$ cat src/rtl/hc_irq_ctrl.sv
module hc_irq_ctrl #(
  parameter int          DW       = 32,
  parameter int          EW       = 7,
  parameter int          MIE_BIT  = 31,
  parameter logic [31:0] SRC_MASK = 32'h0000_007D,
  parameter logic [7:0]  CODE_STS = 8'h03,
  parameter logic [7:0]  CODE_ENA = 8'h04,
  parameter logic [7:0]  CODE_DIS = 8'h05
) (
  input  logic          clk,
  input  logic          rst_n,
  input  logic          cmd_valid,
  input  logic [7:0]    cmd_code,
  input  logic [DW-1:0] wr_data,
  output logic [DW-1:0] rd_data,
  input  logic [EW-1:0] evt_i,
  output logic          irq_o
);

  localparam logic [7:0]    WR_FLAG = 8'h80;
  localparam logic [DW-1:0] SRC_M   = SRC_MASK[DW-1:0];
  localparam logic [DW-1:0] EN_MASK = SRC_M | (DW'(1) << MIE_BIT);

  logic [DW-1:0] en_q, sts_q, evt_ext;
  logic          wr_set, wr_clr, wr_sts;

  assign wr_set  = cmd_valid && (cmd_code == (CODE_ENA | WR_FLAG));
  assign wr_clr  = cmd_valid && (cmd_code == (CODE_DIS | WR_FLAG));
  assign wr_sts  = cmd_valid && (cmd_code == (CODE_STS | WR_FLAG));
  assign evt_ext = DW'(evt_i) & SRC_M;

  always_ff @(posedge clk) begin
    if (!rst_n) begin
      en_q <= '0;
    end else if (wr_set) begin
      en_q <= en_q | (wr_data & EN_MASK);
    end else if (wr_clr) begin
      en_q <= en_q & ~(wr_data & EN_MASK);
    end
  end

  always_ff @(posedge clk) begin
    if (!rst_n) sts_q <= '0;
    else        sts_q <= (sts_q & ~(wr_sts ? wr_data : '0)) | evt_ext;
  end

  always_ff @(posedge clk) begin
    if (!rst_n) irq_o <= 1'b0;
    else        irq_o <= en_q[MIE_BIT] & |(sts_q & en_q & SRC_M);
  end

  always_comb begin
    case (cmd_code)
      CODE_STS:           rd_data = sts_q;
      CODE_ENA, CODE_DIS: rd_data = en_q;
      default:            rd_data = '0;
    endcase
  end

  AST_RESET_CLEAN: assert property (@(posedge clk) $past(!rst_n) |-> (en_q == '0 && sts_q == '0 && !irq_o));
  AST_SET_VIEW: assert property (@(posedge clk) disable iff (!rst_n)
    wr_set |=> ((en_q & $past(wr_data & EN_MASK)) == $past(wr_data & EN_MASK)));
  AST_CLR_VIEW: assert property (@(posedge clk) disable iff (!rst_n)
    wr_clr |=> ((en_q & $past(wr_data)) == '0));
  AST_RESERVED_ZERO: assert property (@(posedge clk) disable iff (!rst_n)
    ((en_q & ~EN_MASK) == '0) && ((sts_q & ~SRC_M) == '0));
  AST_EVT_SETS: assert property (@(posedge clk) disable iff (!rst_n)
    (evt_ext != '0) |=> ((sts_q & $past(evt_ext)) == $past(evt_ext)));
  AST_MASTER_GATE: assert property (@(posedge clk) disable iff (!rst_n)
    !en_q[MIE_BIT] |=> !irq_o);
  AST_NO_STRAY_WRITE: assert property (@(posedge clk) disable iff (!rst_n)
    !(wr_set || wr_clr) |=> $stable(en_q));

endmodule

$ cat config.mk
export PLATFORM = sky130hd
export DESIGN_NAME = hc_irq_ctrl
export DESIGN_NICKNAME = d
export VERILOG_FILES = /design/src/rtl/hc_irq_ctrl.sv
export SDC_FILE = /design/constraint.sdc
export NUM_CORES = 1
export LEC_CHECK = 0
export ABC_AREA = 1
export BUFFER_PORTS_ARGS = -buffer_cell sky130_fd_sc_hd__buf_2
export CAP_MARGIN = 40
export CORE_MARGIN = 2
export CORE_UTILIZATION = 48
export CTS_BUF_LIST = sky130_fd_sc_hd__clkbuf_8
export DETAILED_ROUTE_END_ITERATION = 10
export PLACE_DENSITY = 0.81
export REMOVE_ABC_BUFFERS = 1
export SLEW_MARGIN = 10
export SYNTH_ARGS = -nofsm -noshare
export SYNTH_HDL_FRONTEND = slang
export SYNTH_SLANG_ARGS = --single-unit
$ cat constraint.sdc
create_clock -name clk -period 1.2 [get_ports clk]
set_input_delay 0.18 -clock clk [delete_from_list [all_inputs] [get_ports clk]]
set_output_delay 0.18 -clock clk [all_outputs]
set_load 0.02 [all_outputs]
==> results_dict.tcl <==
set metrics [dict create \
    place_inst 391 \
    cts_buffer_depth 2 \
    rsz0062_at_grt "true" \
    synth_seq_area_share 0.4507 \
    area.sequential_sq_um 800.8 \
    coreArea_sq_mm 0.003606 \
    drive_above_1_share 0.4370 \
    gp_congestion 0.8370 \
    dpl.hpwl_um 3176 \
    rows 22 \
    critPathMaxFanout 4 \
    vias 2042 \
    ys_warn_count 0 \
    yosysTopAreaCell "dfxtp_1" \
    slowest_stage "o22ai_4" \
    reg2reg_setup_slack_ns 0.28 \
    slowest_delay_ns 0.17 \
    nets 406 \
    arrival_ns 1.18 \
    critPathLaunchType "input port" \
    slew_viol_final 0 \
    pre_cts_ws_ns -0.1290 \
    cp.required_ns 1.02 \
    min-delay-path-class "in2reg" \
    routedWlPerCell_um 13.97 \
    grt.overflow.total 0 \
    avgSynthCellArea_sq_um 6.833 \
    crit_type "in2out" \
    tightest_slew_ns 0.4473 \
    fin_crit_sh 1.136 \
    outcome "finished with violations" \
    dieHeight_um 64.84 \
    num_io_pins 83 \
    die_area_sq_mm 0.004204 \
    multi_input_area_sq_um 940.9 \
    ant_nets 0 \
    min_period_ns 1.363 \
    start_util 0.4927 \
    crit_chain "buf_2, nor2_2, nand2_2, nor2_4, inv_4, buf_6, o22ai_4, buf_6" \
    hold_viol 0 \
    cts.clk_slew.worst_paths_ns 0.09 \
    cts_tree "yes" \
    fmax_mhz 733.6 \
    grt_pass1_vias 1899 \
    critical_path.top_delay_family "buffers and inverters" \
    fillers 245 \
    clk-insertion-delay-late_ns 0.30 \
    area_delta_synth_final_pct 63.73 \
    cp-end-kind "primary output" \
    finalSetupTns_ns -3.542 \
    dr.pass1.iters 5 \
    path_buf_inv 4 \
    relSlewSlack 0.7014 \
    antenna_cells 0 \
    setup_ws_ns -0.1631 \
    grt_start_max_net_pins 21 \
    grt_pass1_wl_um 7969 \
    synth_top_area_share 0.4507 \
    clockRootBuffer "clkbuf_8" \
    cts.sinks 40 \
    path_common_cell "buf_6" \
    yosysUniqueCellTypes 20 \
    fin_skew_ns 0.008693 \
    ys_ff_latch 40 \
    antenna_found_initial 0 \
    cts_buffers 5 \
    synth_area_sq_mm 0.001777 \
    instances_no_fill 405 \
    max-vdd-ir-drop_mv 1.024 \
    setup_viol 32 \
    grt_usage 0.2446 \
    violations "setup timing" \
    detail_route.vias_per_cell 5.042 \
    first_iter_violations 125 \
    maxCapViolCount 0 \
    p_per_area_mw_per_mm2 924.9 \
    chipWidth_um 64.84 \
    drc 0 \
    cts.htree.levels 2 \
    power.leakage_nw 1.199 \
    numPortBuffers 81 \
    yosys-top-cells-area "dfxtp_1 (45%), a21oi_1 (11%), nand2_1 (11%)" \
    synth_cells 260 \
    routed_wl_um 5658 \
]
[cell usage after synthesis]
| cell | n |
|---|---|
| nand2_1 | 52 |
| dfxtp_1 | 40 |
| clkbuf_1 | 5 |
| o22ai_1 | 6 |
| buf_2 | 2 |
| inv_2 | 4 |
| buf_6 | 3 |
| nor3_1 | 1 |
| a22o_1 | 1 |
| nand3_1 | 24 |
| nor2_1 | 31 |
| nor2_2 | 1 |
| inv_1 | 45 |
| nor2_4 | 1 |
| buf_4 | 1 |
| buf_1 | 1 |
| nor3_2 | 1 |
| nand2_2 | 1 |
| a21oi_1 | 39 |
| and2_1 | 1 |
[final timing paths]
| check | start | end | cells past startpoint |
|---|---|---|---|
| min reg2reg | sts_q[22] | sts_q[22] | 2 |
| min | wr_data[28] | sts_q[28] | 2 |
| max | cmd_code[2] | rd_data[3] | 8 |
| max reg2reg | flip-flop | irq_o | 3 |
[cells in the final DEF, fill, tap and decap left out, drive strengths merged]
cell type    n
buf        101
nand2       53
inv         50
dfxtp       40
a21oi       39
nor2        33
nand3       24
o22ai        6
clkbuf       5
nor3         2
and2         1
a22o         1
clkinvlp     1
bufinv       1
[layer usage]
metal | wire length [um] | GRT usage
met2 | 3049 | 0.4549
met1 | 2118 | 0.2600
met5 | 0 | 0
met3 | 339 | 0.05382
met4 | 150 | 0.1117
[what timing repair did]
item,in CTS,in global routing
gates resized for setup,90,33
hold buffers,0,0
setup buffers,3,2
cloned,1,0
setup endpoints to repair,32,32
pin swaps,4,8
[cell type report]
class                   instances  share of cell area
flip-flops and latches         40              0.2753
repair buffers                101              0.2770
multi-input cells             159              0.3234
well taps                      48             0.02065
clock buffers                   5             0.02366
clock inverters                 3             0.01591
inverters                      49             0.06409
[power breakdown]
group	switching, mW	total [mW]	internal [mW]	leakage, nW
clock network	0.492	1.12	0.626	0.0548
registers	0.00904	1.35	1.34	0.324
logic	0.122	0.223	0.101	0.821
total	0.623	2.69	2.07	1.20
[stage by stage]
step	total power [mW]	cell area (sq um)	hold WS, ns	util
CTS	2.682	2755	0.04189	0.7641
finish	2.691	2909	0.03953	0.8067
global route	2.775	2909	0.03252	0.8067
floorplan	1.432	1703	0.2711	-
global placement	1.560	2298	0.3562	0.6374
detailed placement	1.564	2298	0.3601	0.6374
[worst register-to-register path, stage by stage, from the launching register on]
cell	delay, ns
dfxtp_1	0.37
a22o_1	0.23
nor3_1	0.16
nor2_1	0.07
[logic make-up (layout without fill, tap and decap cells)]
family                 count (synthesis)  count (layout)  synth area share
and+or+nand+nor                      113             113            0.2683
buffers and inverters                 61             158            0.1451
DFF                                   40              40            0.4507
AOI/OAI and AO/OA                     46              46            0.1359
Power figures use the tool's default switching activity.
